--- src/rtl/alu8_pkg.sv ---
package alu8_pkg;
  localparam int DATA_W = 8;
  localparam int NIB_W  = DATA_W / 2;

  typedef enum logic [3:0] {
    OP_ADD  = 4'd0,
    OP_ADC  = 4'd1,
    OP_SUB  = 4'd2,
    OP_SBC  = 4'd3,
    OP_CMP  = 4'd4,
    OP_AND  = 4'd5,
    OP_OR   = 4'd6,
    OP_XOR  = 4'd7,
    OP_INC  = 4'd8,
    OP_DEC  = 4'd9,
    OP_CPL  = 4'd10,
    OP_SETC = 4'd11,
    OP_INVC = 4'd12,
    OP_DADJ = 4'd13
  } alu_op_e;

  typedef enum logic [1:0] {
    LG_AND = 2'd0,
    LG_OR  = 2'd1,
    LG_XOR = 2'd2,
    LG_NOT = 2'd3
  } logic_sel_e;

  typedef struct packed {
    logic z;
    logic n;
    logic h;
    logic c;
  } flag_t;
endpackage

--- src/rtl/alu8_addsub.sv ---
module alu8_addsub #(
  parameter int W = 8
) (
  input  logic [W-1:0] a_i,
  input  logic [W-1:0] b_i,
  input  logic         cin_i,
  input  logic         sub_i,
  output logic [W-1:0] res_o,
  output logic         half_o,
  output logic         carry_o
);
  localparam int H = W / 2;

  logic [W:0] full_w;
  logic [H:0] low_w;

  always_comb begin
    if (sub_i) begin
      full_w = {1'b0, a_i} - {1'b0, b_i} - {{W{1'b0}}, cin_i};
      low_w  = {1'b0, a_i[H-1:0]} - {1'b0, b_i[H-1:0]} - {{H{1'b0}}, cin_i};
    end else begin
      full_w = {1'b0, a_i} + {1'b0, b_i} + {{W{1'b0}}, cin_i};
      low_w  = {1'b0, a_i[H-1:0]} + {1'b0, b_i[H-1:0]} + {{H{1'b0}}, cin_i};
    end
  end

  assign res_o   = full_w[W-1:0];
  assign carry_o = full_w[W];
  assign half_o  = low_w[H];

  // adding zero with no carry-in can never carry out
  always_comb begin
    if (!sub_i && b_i == '0 && !cin_i) begin
      p_add_zero_nocarry_r2: assert (!carry_o && !half_o && res_o == a_i);
    end
  end
endmodule

--- src/rtl/alu8_logic.sv ---
module alu8_logic #(
  parameter int W = 8
) (
  input  alu8_pkg::logic_sel_e sel_i,
  input  logic [W-1:0]         a_i,
  input  logic [W-1:0]         b_i,
  output logic [W-1:0]         res_o
);
  import alu8_pkg::*;

  for (genvar gi = 0; gi < W; gi++) begin : g_bit
    always_comb begin
      unique case (sel_i)
        LG_AND:  res_o[gi] = a_i[gi] & b_i[gi];
        LG_OR:   res_o[gi] = a_i[gi] | b_i[gi];
        LG_XOR:  res_o[gi] = a_i[gi] ^ b_i[gi];
        default: res_o[gi] = ~a_i[gi];
      endcase
    end
  end
endmodule

--- src/rtl/alu8_bcd_adj.sv ---
module alu8_bcd_adj (
  input  logic [7:0] a_i,
  input  logic       n_i,
  input  logic       h_i,
  input  logic       c_i,
  output logic [7:0] res_o,
  output logic       c_o
);
  logic       lo_fix;
  logic       hi_fix;
  logic [7:0] corr;

  always_comb begin
    if (n_i) begin
      lo_fix = h_i;
      hi_fix = c_i;
    end else begin
      lo_fix = h_i | (a_i[3:0] > 4'd9);
      hi_fix = c_i | (a_i > 8'h99);
    end
    corr  = {1'b0, hi_fix, hi_fix, 1'b0, 1'b0, lo_fix, lo_fix, 1'b0};
    res_o = n_i ? (a_i - corr) : (a_i + corr);
    c_o   = hi_fix;
  end

  // a carry entering the adjust is never lost
  always_comb begin
    if (c_i) begin
      p_daa_carry_keep_r9: assert (c_o);
    end
  end

  // after a subtract with no pending corrections A passes through
  always_comb begin
    if (n_i && !h_i && !c_i) begin
      p_daa_sub_pass_r10: assert (res_o == a_i && !c_o);
    end
  end
endmodule

--- src/rtl/alu8_core.sv ---
module alu8_core (
  input  logic [3:0] op_i,
  input  logic [7:0] acc_i,
  input  logic [7:0] opnd_i,
  input  logic [7:0] flags_i,
  output logic [7:0] res_o,
  output logic [7:0] flags_o,
  output logic       wr_en_o
);
  import alu8_pkg::*;

  flag_t      fin;
  flag_t      fout;
  alu_op_e    op;
  logic [7:0] as_a;
  logic [7:0] as_b;
  logic       as_cin;
  logic       as_sub;
  logic [7:0] as_res;
  logic       as_half;
  logic       as_carry;
  logic_sel_e lg_sel;
  logic [7:0] lg_res;
  logic [7:0] bcd_res;
  logic       bcd_c;
  logic       is_incdec;
  logic       is_sub;

  assign fin       = flag_t'(flags_i[7:4]);
  assign op        = alu_op_e'(op_i);
  assign is_incdec = (op == OP_INC) || (op == OP_DEC);
  assign is_sub    = (op == OP_SUB) || (op == OP_SBC) || (op == OP_CMP) || (op == OP_DEC);

  // operand steering into the shared adder
  always_comb begin
    as_a   = is_incdec ? opnd_i : acc_i;
    as_b   = is_incdec ? 8'h00  : opnd_i;
    as_cin = is_incdec ? 1'b1 : (((op == OP_ADC) || (op == OP_SBC)) ? fin.c : 1'b0);
    as_sub = is_sub;
  end

  always_comb begin
    unique case (op)
      OP_AND:  lg_sel = LG_AND;
      OP_OR:   lg_sel = LG_OR;
      OP_XOR:  lg_sel = LG_XOR;
      default: lg_sel = LG_NOT;
    endcase
  end

  alu8_addsub #(.W(DATA_W)) i_addsub (
    .a_i     (as_a),
    .b_i     (as_b),
    .cin_i   (as_cin),
    .sub_i   (as_sub),
    .res_o   (as_res),
    .half_o  (as_half),
    .carry_o (as_carry)
  );

  alu8_logic #(.W(DATA_W)) i_logic (
    .sel_i (lg_sel),
    .a_i   (acc_i),
    .b_i   (opnd_i),
    .res_o (lg_res)
  );

  alu8_bcd_adj i_bcd (
    .a_i   (acc_i),
    .n_i   (fin.n),
    .h_i   (fin.h),
    .c_i   (fin.c),
    .res_o (bcd_res),
    .c_o   (bcd_c)
  );

  always_comb begin
    res_o   = acc_i;
    fout    = fin;
    wr_en_o = 1'b0;
    unique case (op)
      OP_ADD, OP_ADC, OP_SUB, OP_SBC: begin
        res_o   = as_res;
        fout    = '{z: (as_res == 8'h00), n: is_sub, h: as_half, c: as_carry};
        wr_en_o = 1'b1;
      end
      OP_CMP: begin
        fout = '{z: (as_res == 8'h00), n: 1'b1, h: as_half, c: as_carry};
      end
      OP_AND, OP_OR, OP_XOR: begin
        res_o   = lg_res;
        fout    = '{z: (lg_res == 8'h00), n: 1'b0, h: (op == OP_AND), c: 1'b0};
        wr_en_o = 1'b1;
      end
      OP_INC, OP_DEC: begin
        res_o   = as_res;
        fout    = '{z: (as_res == 8'h00), n: is_sub, h: as_half, c: fin.c};
        wr_en_o = 1'b1;
      end
      OP_CPL: begin
        res_o   = lg_res;
        fout.n  = 1'b1;
        fout.h  = 1'b1;
        wr_en_o = 1'b1;
      end
      OP_SETC: fout = '{z: fin.z, n: 1'b0, h: 1'b0, c: 1'b1};
      OP_INVC: fout = '{z: fin.z, n: 1'b0, h: 1'b0, c: ~fin.c};
      OP_DADJ: begin
        res_o   = bcd_res;
        fout    = '{z: (bcd_res == 8'h00), n: fin.n, h: 1'b0, c: bcd_c};
        wr_en_o = 1'b1;
      end
      default: ;
    endcase
  end

  assign flags_o = {fout, 4'b0000};

  // compare must not disturb the accumulator
  always_comb begin
    if (op_i == 4'd4) begin
      p_cmp_no_store_r4: assert (!wr_en_o && res_o == acc_i && flags_o[6]);
    end
  end

  // bitwise operations never report a carry
  always_comb begin
    if (op_i == 4'd5 || op_i == 4'd6 || op_i == 4'd7) begin
      p_logic_no_carry_r5: assert (!flags_o[4] && !flags_o[6]);
    end
  end

  // increment and decrement keep the incoming carry
  always_comb begin
    if (op_i == 4'd8 || op_i == 4'd9) begin
      p_incdec_keep_c_r6: assert (flags_o[4] == flags_i[4]);
    end
  end

  // undefined codes are inert
  always_comb begin
    if (op_i >= 4'd14) begin
      p_undef_inert_r11: assert (!wr_en_o && res_o == acc_i && flags_o[7:4] == flags_i[7:4]);
    end
  end

  // the low nibble of the flag byte is always clear
  always_comb begin
    p_flag_low_zero_r1: assert (flags_o[3:0] == 4'b0000);
  end
endmodule

--- config.mk ---
export PLATFORM = sky130hd
export DESIGN_NAME = alu8_core
export DESIGN_NICKNAME = d
export VERILOG_FILES = /design/src/rtl/alu8_pkg.sv /design/src/rtl/alu8_addsub.sv /design/src/rtl/alu8_logic.sv /design/src/rtl/alu8_bcd_adj.sv /design/src/rtl/alu8_core.sv
export SDC_FILE = /design/constraint.sdc
export NUM_CORES = 1
export LEC_CHECK = 0
export BUFFER_PORTS_ARGS = -buffer_cell sky130_fd_sc_hd__buf_2
export CELL_PAD_IN_SITES_DETAIL_PLACEMENT = 0
export CELL_PAD_IN_SITES_GLOBAL_PLACEMENT = 2
export CORE_MARGIN = 2
export CORE_UTILIZATION = 33
export DETAILED_ROUTE_END_ITERATION = 12
export PLACE_DENSITY = 0.94
export SLEW_MARGIN = 10
export SYNTH_ARGS = -nofsm -noshare
export SYNTH_HDL_FRONTEND = slang
export SYNTH_SLANG_ARGS = --single-unit
--- constraint.sdc ---
create_clock -name vclk -period 5.6
set_clock_uncertainty 0.2 [all_clocks]
set_input_delay 0.84 -clock vclk [all_inputs]
set_output_delay 0.84 -clock vclk [all_outputs]
set_load 0.03 [all_outputs]
Word level (Yosys, flattened, before mapping) --
Index checks and enable logic that the tools add are counted. W data, S select, Z words.
Cells by class: order comparisons 2, equality and inequality tests 15, bitwise gates (word level) 35, multiplexer cells 23, reductions and logical operators 17, add/sub/neg operators 10
Operator list (number):
- $pmux W1 S3 | 9
- $eq A4 B4 Y1 const B | 6
- $logic_not A8 Y1 | 3
- $mux W8 | 3
- $pmux W8 S3 | 1
- $eq A4 B3 Y1 const B | 4
- $pmux W2 S6 | 1
- $reduce_or A11 Y1 | 1
- $or A1 B1 Y1 | 10
- $add A8 B8 Y9 | 1
- $add A9 B1 Y9 | 1
- $mux W9 | 1
- $not A1 Y1 | 9
- $sub A8 B8 Y9 | 1
- $sub A9 B1 Y9 | 1
- $add A8 B7 Y8 | 1
- $and A1 B1 Y1 | 8
- $eq A4 B2 Y1 const B | 2
- $gt A8 B8 Y1 const B | 1
- $sub A8 B7 Y8 | 1
- $xor A1 B1 Y1 | 8
- $reduce_or A7 Y1 | 1
- $pmux W2 S3 | 1
- $reduce_or A6 Y1 | 1
- 18 further kinds | 26
Storage, ports and cells: output and inout bits 17, register bits 0, input bits 28

Logic depth before layout (Yosys ltp) --
Gate-level depths: netlist of the first run.
word-level depth 8, depth in mapped cells 16, depth with buffers taken out 15

By module --
A second synthesis of the first run with hierarchy kept.
Unflattened totals: cell total of the unflattened synthesis 363, area total of the unflattened synthesis 2675.1 um^2
Modules (own cells, without submodules):
- alu8_addsub | sequential area each 0.0 um^2, cells an instance 126, area each 963.4 um^2, times used 1
- alu8_core | sequential area each 0.0 um^2, cells an instance 130, area each 817.0 um^2, times used 1
- alu8_logic | sequential area each 0.0 um^2, cells an instance 50, area each 493.0 um^2, times used 1
- alu8_bcd_adj | sequential area each 0.0 um^2, cells an instance 57, area each 401.6 um^2, times used 1

Least setup slack after synthesis of the first run --
No wires, ideal clock.
path kind in2out, start point in op_i[2], end point out flags_o[4], setup slack 0.686 ns, cell stages on the path 13, path buffers 2, data required time 4.560 ns, data arrival time 3.874 ns, cell sequence buf_2 -> nor3b_1 -> clkbuf_1 -> a21oi_1 -> fa_1 -> fa_1 -> nand2b_1 -> a21oi_1 -> o21ai_1 -> a31oi_1 -> xor2_1 -> o211ai_1 -> a21oi_1
Between the ends: word-level cells in the longest chain between the ends 7, elaborated cells between the ends (all ways) 30, those cells by class add/sub: 4; eq/ne: 12; mux: 6; reduce/logical: 8
Ends and longest elaborated chain:
- from (decl) | RTL line alu8_core.sv:2 | input logic [3:0] op_i,
- $eq A4 B4 Y1, or another cell as far along | RTL line alu8_core.sv:31 | assign is_incdec = (op == OP_INC) || (op == OP_DEC);
- $logic_or A1 B1 Y1 (on tied branches)
- $mux W8, or another cell as far along | RTL line alu8_core.sv:36 | as_a = is_incdec ? opnd_i : acc_i;
- $add A8 B8 Y9, or another cell as far along | RTL line alu8_addsub.sv:22 | full_w = {1'b0, a_i} + {1'b0, b_i} + {{W{1'b0}}, cin_i};
- $add A9 B1 Y9 / $sub A9 B1 Y9 (equally long branches) | RTL line alu8_addsub.sv:22, alu8_addsub.sv:19
- $mux W9 | RTL line alu8_addsub.sv:18 | if (sub_i) begin
- $pmux W1 S5 * | RTL line alu8_core.sv:81 | unique case (op)
- to (decl) | RTL line alu8_core.sv:7 | output logic [7:0] flags_o,
Mark *: on every way between the ends. The rest lies on a longest branch, timed or not.

Final worst setup path of the first run --
start point in op_i[3], end point out flags_o[4]
Same word-level chain as after synthesis.

==> metrics.cfg, run 1 <==
[run_status]
outcome=finished clean

[floorplanning]
die_area_mm2=0.00888
die_h_um=94.2
starting_density_pct=34.4
floorplan.rows=32
chipWidth_um=94.2
pin_count=45
core_region_area_mm2=0.00781

[timing]
relSlewSlack_pct=51.3
setup_repair_after_global_routing_missed_its_margin=no
fin_crit_period_ns=5.12
worst_slew_pin_slew_ns=0.728
hold_viol=0
max_freq_mhz=195
period_share_pct=91.5
totalNegativeSetupSlack_ns=0
timing_max_transition_violations_final=0
timing.final.setup_violations=0

[setup_path]
crit_path_capture_type=primary output
critPathSlowestCell=nor3b_2
critical_path_class=in -> out
worst_ep_arrival_time_ns=4.08
critPathBufInv=4
path_depth=15
critical_path.top_delay_family=compound AO/OA/AOI/OAI gates
path_cells=buf_2 -> nor3b_2 -> buf_4 -> buf_4 -> nor2_1 -> a21o_1 -> ha_1 -> ha_1 -> a21oi_1 -> o21ai_1 -> a31oi_1 -> xor2_1 -> o211ai_1 -> a21oi_1 -> buf_2
critPathRequiredTime_ns=4.56
critPathMaxFanout=13
max_stage_delay_ns=0.38
timing.critical_path.from_type=input port

[yosys]
yosys.area_share.adder_pct=23.7
dominant_combinational_cell_family_by_area_after_synthesis=compound AO/OA/AOI/OAI gates
ys_seq_area_share_pct=0
syn_area_mm2=0.00269
gate_count_post_synth=393
area_fraction_in_compound_gates_after_synthesis_pct=37.0
warnings_synthesis=0
syn-mean-instance-area_um2=6.84
synth.area.mux_share_pct=4.84
synth_top_area_cell=ha_1
synthDistinctLibCells=66
yosys.area_share.xor_xnor_pct=4.56
synth_top_area_share_pct=20.0
yosys-top-cells-area=ha_1 (20%), nor2_1 (6.0%), a21oi_1 (6.0%), inv_1 (5.9%), mux2i_1 (4.8%)
simple_gate_area_share_of_the_yosys_netlist_pct=19.1

[layout]
final_nets=498
flow.area_growth_from_synthesis_pct=10.4
layout.core_utilization_pct=38.0
seq_cell_count=0
final-seq-area_um2=0
drive_above_1_share_pct=15.0
antenna_cells=0
final_cell_mix=nor2_1 (43), ha_1 (43), inv_1 (42)
clock_buffers=0
multiInputGateArea_mm2=0.00242
nFillCells=875

[detailed_routing]
drt_drc_violations_left=0
number_of_iterations_in_the_first_detailed_routing_pass=4
wl_per_cell_um=16.7
route.final.wire_length_um=8720
post_drt_via_cell_ratio=5.68
route.antenna.remaining_nets=0
dr_total_vias=2963
initialDrtViolationCount=156

[power]
power_density_mw_per_mm2=129
leakage_uw=0.00141
vdd_drop_max_mv=0.0602

[grt]
antenna_violations_before_repair=0
largest_net_degree_at_the_start_of_global_routing=45
grt_first_pass_wirelength_um=13900
vias_in_the_first_global_route=2790
track_usage_pct=19.5
grt-ovfl-total=0

[hold_path]
whs_path_depth=4
hold_path.class=in -> out

[place]
place_hpwl_um=7010
numPortBuffers=37
gp_congestion=0.907

[cts]
holdBufCountCts=0
post_cts_resize_count=0
cts_post_setup_buffers_inserted=0

[job]
cap_violations=0

## synthesized netlist by cell type (all sizes together), types with 3 or more instances
library cell	instances
a211oi	4
ha	43
o211ai	6
xnor2	8
o21ai	31
inv	45
o22a	4
buf	16
nor2b	3
clkbuf	6
fa	5
nor3	7
nand3	11
nand2b	3
xor2	6
nor2	44
a21o	9
a221oi	4
nand3b	3
nand2	23
o22ai	8
mux2i	13
a31oi	8
o21a	6
a21oi	32
## metal layers
metal / share of wire (%) / routed length (um) / vias to the layer above / track usage [%]
met1: 49 / 4280 / 1383 / 28.3
met2: 46 / 3990 / 87 / 32.9
li1: - / - / 1479 / -
met5: 0 / 0 / - / 0
met4: 1.7 / 151 / 0 / 3.02
met3: 3.5 / 303 / 14 / 0.321
## through the flow
step	worst slack, ns	cells	cell area (um2)	power (uW)	hold slack, ns
after global routing	0.220	522	2970	426	1.98
final	0.476	522	2970	384	1.95
after detailed placement	0.487	522	2970	380	1.96
after floorplan	0.686	396	2700	284	1.69
after CTS	0.491	522	2970	382	1.96
after global placement	0.515	522	2970	377	1.95
## worst min-delay path, delay by kind of cell
kind,cells,cell delay [ns]
buffers and inverters,2,0.31
AO/OA/AOI/OAI,2,0.15
## where the power goes
part           switching, uW  internal, uW  total (uW)
Sequential                 0             0           0
Combinational            239           145         384
Clock                      0             0           0
Total                    239           145         384
## area by class of cell
| class | instances | area share [%] |
|---|---|---|
| inverters | 45 | 5.69 |
| well taps | 102 | 4.30 |
| repair buffers | 46 | 8.52 |
| multi-input cells | 329 | 81.5 |
## final timing paths
path	endpoint	from
max	flags_o[4]	op_i[3]
min	res_o[0]	acc_i[0]
## kinds of logic after synthesis
group           count (synthesis)
simple gates                  107
other cells                     1
fa+ha+maj                      48
buf+inv                        67
compound gates                143
mux                            13
xor+xnor                       14
(Power assumes the default switching activity.)
==> run 2: changes to the inputs <==
ABC_AREA = 1   (was default)
CORE_UTILIZATION = 30   (was 33)
GPL_ROUTABILITY_DRIVEN = 0   (was default)
==> run 2 against run 1 <==
Compared with the run above:
- worst setup slack gained 0.079 ns
- routed wire length decreased by 12%
- critical path depth increased by 6
- utilization down 4.0 points
- via count is 2.3% lower
- worst hold slack better by 0.014 ns
- synthesized cell count rose by 15%
- largest cell class unchanged
- largest power group unchanged
==> metrics.cfg, run 2 <==
[power]
leakage_uw=0.00162
vdd_drop_max_mv=0.0329
power_uw=348
power_density_mw_per_mm2=125

[timing]
period_share_pct=90.1
timing.final.setup_violations=0
fin_crit_period_ns=5.04
timing_max_transition_violations_final=0
holdWs_ns=1.96
setup_repair_after_global_routing_missed_its_margin=no
totalNegativeSetupSlack_ns=0
hold_viol=0
max_freq_mhz=198

[yosys]
gate_count_post_synth=450
syn_area_mm2=0.00251
area_fraction_in_compound_gates_after_synthesis_pct=12.2
ys_top_cells_by_count=nand2_1 (137), inv_1 (78), ha_1 (43)
yosys-top-cells-area=ha_1 (21%), nand2_1 (20%), inv_1 (12%), nand3_1 (7.8%), nor2_1 (5.4%)
warnings_synthesis=0
simple_gate_area_share_of_the_yosys_netlist_pct=43.3
synth.area.mux_share_pct=0
synth_top_area_cell=ha_1
synthDistinctLibCells=33
synth_top_area_share_pct=21.4
ys_seq_area_share_pct=0
synth_most_common_cell=nand2_1
dominant_combinational_cell_family_by_area_after_synthesis=simple AND/OR/NAND/NOR gates
syn-mean-instance-area_um2=5.59
yosys.area_share.adder_pct=25.4
yosys.area_share.xor_xnor_pct=3.14

[grt]
grt_first_pass_wirelength_um=13100
antenna_violations_before_repair=0
grt-ovfl-total=0
largest_net_degree_at_the_start_of_global_routing=15
vias_in_the_first_global_route=2712
track_usage_pct=17.7

[setup_path]
critPathMaxFanout=10
critical_path.top_delay_family=simple AND/OR/NAND/NOR gates
path_common_cell=nand2_1
critPathBufInv=4
worst_ep_arrival_time_ns=4.00
critical_path_class=in -> out
path_cells=buf_2 -> inv_2 -> nand3_1 -> nand2_1 -> o21ai_0 -> fa_1 -> fa_1 -> nand2_1 -> nand2_1 -> nand2_1 -> nand2_1 -> nand3_1 -> nand2_1 -> inv_1 -> nand2_1 -> nor2_1 -> nand3_1 -> nor2_1 -> nand2_1 -> nand2_1 -> buf_2
critPathRequiredTime_ns=4.56
critPathSlowestCell=fa_1
max_stage_delay_ns=0.51
timing.critical_path.from_type=input port
crit_path_capture_type=primary output

[layout]
drive_above_1_share_pct=12.7
seq_cell_count=0
layout.core_utilization_pct=34.0
layout.cells.most_common=nand2_1
design_area_mm2=0.00278
nFillCells=958
flow.area_growth_from_synthesis_pct=10.5
final-seq-area_um2=0
antenna_cells=0
clock_buffers=0
final_nets=560
final_cell_mix=nand2_1 (137), inv_1 (78), ha_1 (43)

[cts]
holdBufCountCts=0
cts_post_setup_buffers_inserted=0
post_cts_resize_count=0

[place]
numPortBuffers=37
detailed_place.area_mm2=0.00278
place_hpwl_um=6670

[detailed_routing]
post_drt_via_cell_ratio=4.93
drt_drc_violations_left=0
wl_per_cell_um=13.1
initialDrtViolationCount=96
route.final.wire_length_um=7670
route.antenna.remaining_nets=0
number_of_iterations_in_the_first_detailed_routing_pass=5
dr_total_vias=2896

[floorplanning]
pin_count=45
chipWidth_um=95.5
starting_density_pct=30.7
core_region_area_mm2=0.00818
floorplan.rows=33
die_h_um=95.5
die_area_mm2=0.00913

[run_status]
outcome=finished clean

[job]
cap_violations=0

[hold_path]
hold_path.class=in -> out

==> run 2: cell types whose count changed in the layout (fill, tap and decap cells not counted), sizes merged, moves of 5 or more <==
cell,delta
mux2i,-13
buf,-7
a31oi,-6
nand2,+117
nand3,+29
xnor2,-5
nand4,+8
a21oi,-16
inv,+40
o21ai,-9
o21a,-6
a21o,-9
==> run 2: final timing paths <==
check / startpoint / to / cells after the start
min: acc_i[7] / res_o[7] / 4
max: op_i[1] / flags_o[7] / 21
==> run 2: area by class of cell <==
type,instances,area [um2],share of cell area (%)
multi-input cells,358,2130,76.6
well taps,105,131,4.73
repair buffers,39,200,7.21
inverters,85,319,11.5
==> run 2: metal layers <==
metal  wire, um  share of wire, %  vias to the layer above  track usage [%]
li1           -                 -                     1498                -
met1       3850                50                     1319             26.6
met2       3370                44                       73             28.8
met3        368               4.8                        6            0.711
met4         79               1.0                        0             1.90
met5          0                 0                        -                0
==> run 2: kinds of logic after synthesis <==
family                   count (synthesis)
AND/OR/NAND/NOR                        243
buffers and inverters                   95
AO/OA/AOI/OAI                           54
adder cells (fa/ha/maj)                 48
XOR/XNOR                                 9
other                                    1
==> run 2: worst min-delay path: stages <==
cell and delay (ns):
buf_2 0.14, nand2_1 0.07, nand3b_1 0.08, buf_2 0.18
==> run 2: per-stage QoR <==
| step | setup WS [ns] | instances |
|---|---|---|
| 2_1_floorplan | 0.993 | 453 |
| 3_3_place_gp | 0.579 | 587 |
| 3_5_place_dp | 0.592 | 587 |
| 4_1_cts | 0.588 | 587 |
| 5_1_grt | 0.176 | 587 |
| 6_report | 0.555 | 587 |
==> run 2: power by group <==
part           internal (uW)  leakage (uW)  switching, uW
combinational            116       0.00162            232
clock                      0             0              0
sequential                 0             0              0
total                    116       0.00162            232
==> run 3: changes to the inputs <==
GPL_TIMING_DRIVEN = 0   (was default)
==> run 3 against run 2 <==
Compared with the run above:
- via count grew 0.24%
- largest power group unchanged
- combinational power grew 2%
- utilization grew 0.75 points
==> metrics.cfg, run 3 (synthesis results as in run 2) <==
[floorplanning]
pin_count=45
chipWidth_um=95.5
die_h_um=95.5
core_region_area_mm2=0.00818
starting_density_pct=30.7
die_area_mm2=0.00913
floorplan.rows=33

[detailed_routing]
post_drt_via_cell_ratio=4.89
dr_total_vias=2903
wl_per_cell_um=13.1
initialDrtViolationCount=140
route.antenna.remaining_nets=0
route.final.wire_length_um=7800
number_of_iterations_in_the_first_detailed_routing_pass=5
drt_drc_violations_left=0

[setup_path]
critPathBufInv=5
path_common_cell=nand2_1
path_cells=buf_4 -> inv_2 -> nand3_1 -> clkbuf_2 -> nand2_1 -> o21ai_0 -> fa_1 -> fa_1 -> nand2_1 -> nand2_1 -> nand2_1 -> nand2_1 -> nand3_1 -> nand2_1 -> inv_1 -> nand2_1 -> nor2_1 -> nand3_1 -> nor2_1 -> nand2_1 -> nand2_1 -> buf_2
critical_path_class=in -> out
crit_path_capture_type=primary output
critPathMaxFanout=10
critPathRequiredTime_ns=4.56
worst_ep_arrival_time_ns=4.22
critical_path.top_delay_family=simple AND/OR/NAND/NOR gates
max_stage_delay_ns=0.51
timing.critical_path.from_type=input port
critPathSlowestCell=fa_1

[place]
detailed_place.area_mm2=0.00284
place_hpwl_um=6860
dp_cells=594
numPortBuffers=36

[grt]
grt.met1_usage_pct=26.5
grt_first_pass_wirelength_um=12600
antenna_violations_before_repair=0
grt_util_met2_pct=27.5
grt_use_met3_pct=0.0791
largest_net_degree_at_the_start_of_global_routing=11
vias_in_the_first_global_route=2608
track_usage_pct=17.1
global_route.peak_usage_layer=met2
grt-ovfl-total=0

[timing]
timing.final.setup_violations=0
fin_crit_period_ns=5.26
setup_repair_after_global_routing_missed_its_margin=no
max_freq_mhz=190
timing_max_transition_violations_final=0
period_share_pct=93.9
totalNegativeSetupSlack_ns=0
hold_viol=0
relSlewSlack_pct=66.7
worst_slew_pin_slew_ns=0.494

[power]
intPower_uw=121
seq_power_share_pct=0
share_clk_of_total_power_pct=0
leakage_uw=0.00166
power.share.switching_pct=66.0
comb_power_share_pct=100.0
vdd_drop_max_mv=0.0322
power_density_mw_per_mm2=125
netSwitchingPower_uw=235

[layout]
layout.cells.most_common=nand2_1
design_area_mm2=0.00284
clock_buffers=0
final_nets=567
antenna_cells=0
final-seq-area_um2=0
multiInputGateArea_mm2=0.00213
flow.area_growth_from_synthesis_pct=12.9
seq_cell_count=0
nFillCells=957
final_cell_mix=nand2_1 (137), inv_1 (78), ha_1 (43)
drive_above_1_share_pct=13.9
instances_no_fill=594

[job]
cap_violations=0

[run_status]
outcome=finished clean

[hold_path]
hold_path.class=in -> out

[cts]
cts_post_setup_buffers_inserted=0
holdBufCountCts=0

[run 3: cell type report]
class	count	share of cell area (%)
timing repair buffer	36	6.35
inverter	85	11.2
buffer	10	2.86
multi-input combinational	358	74.9
tap	105	4.63
[run 3: timing repair]
item | in CTS | in global routing
hold endpoints to repair | 0 | 0
resized for setup | 0 | 4
setup endpoints to repair | 0 | 1
[run 3: path summary, 6_finish.rpt]
kind,to,slack [ns],start,cells after the start
worst max-delay path,flags_o[7],0.34,op_i[1],22
worst min-delay path,res_o[0],1.95,acc_i[0],4
[run 3: per-layer routing]
metal | vias to the layer above | share of wire, %
met2 | 75 | 43
li1 | 1512 | -
met1 | 1312 | 52
met3 | 4 | 4.4
met5 | - | 0
met4 | 0 | 0.87
[run 3: power by group through the flow]
stage          logic (uW)  clock network (uW)  registers (uW)
2_1_floorplan         259                   0               0
3_3_place_gp          350                   0               0
3_5_place_dp          353                   0               0
4_1_cts               354                   0               0
5_1_grt               398                   0               0
6_report              355                   0               0
[run 3: metrics by stage]
step | total power, uW | setup WS [ns] | hold slack (ns) | util (%)
2_1_floorplan | 259 | 0.993 | 1.75 | -
3_3_place_gp | 350 | 0.231 | 1.94 | 34.7
3_5_place_dp | 353 | 0.245 | 1.95 | 34.7
4_1_cts | 354 | 0.236 | 1.95 | 34.7
5_1_grt | 398 | 0.0607 | 1.98 | 34.7
6_report | 355 | 0.343 | 1.95 | 34.7
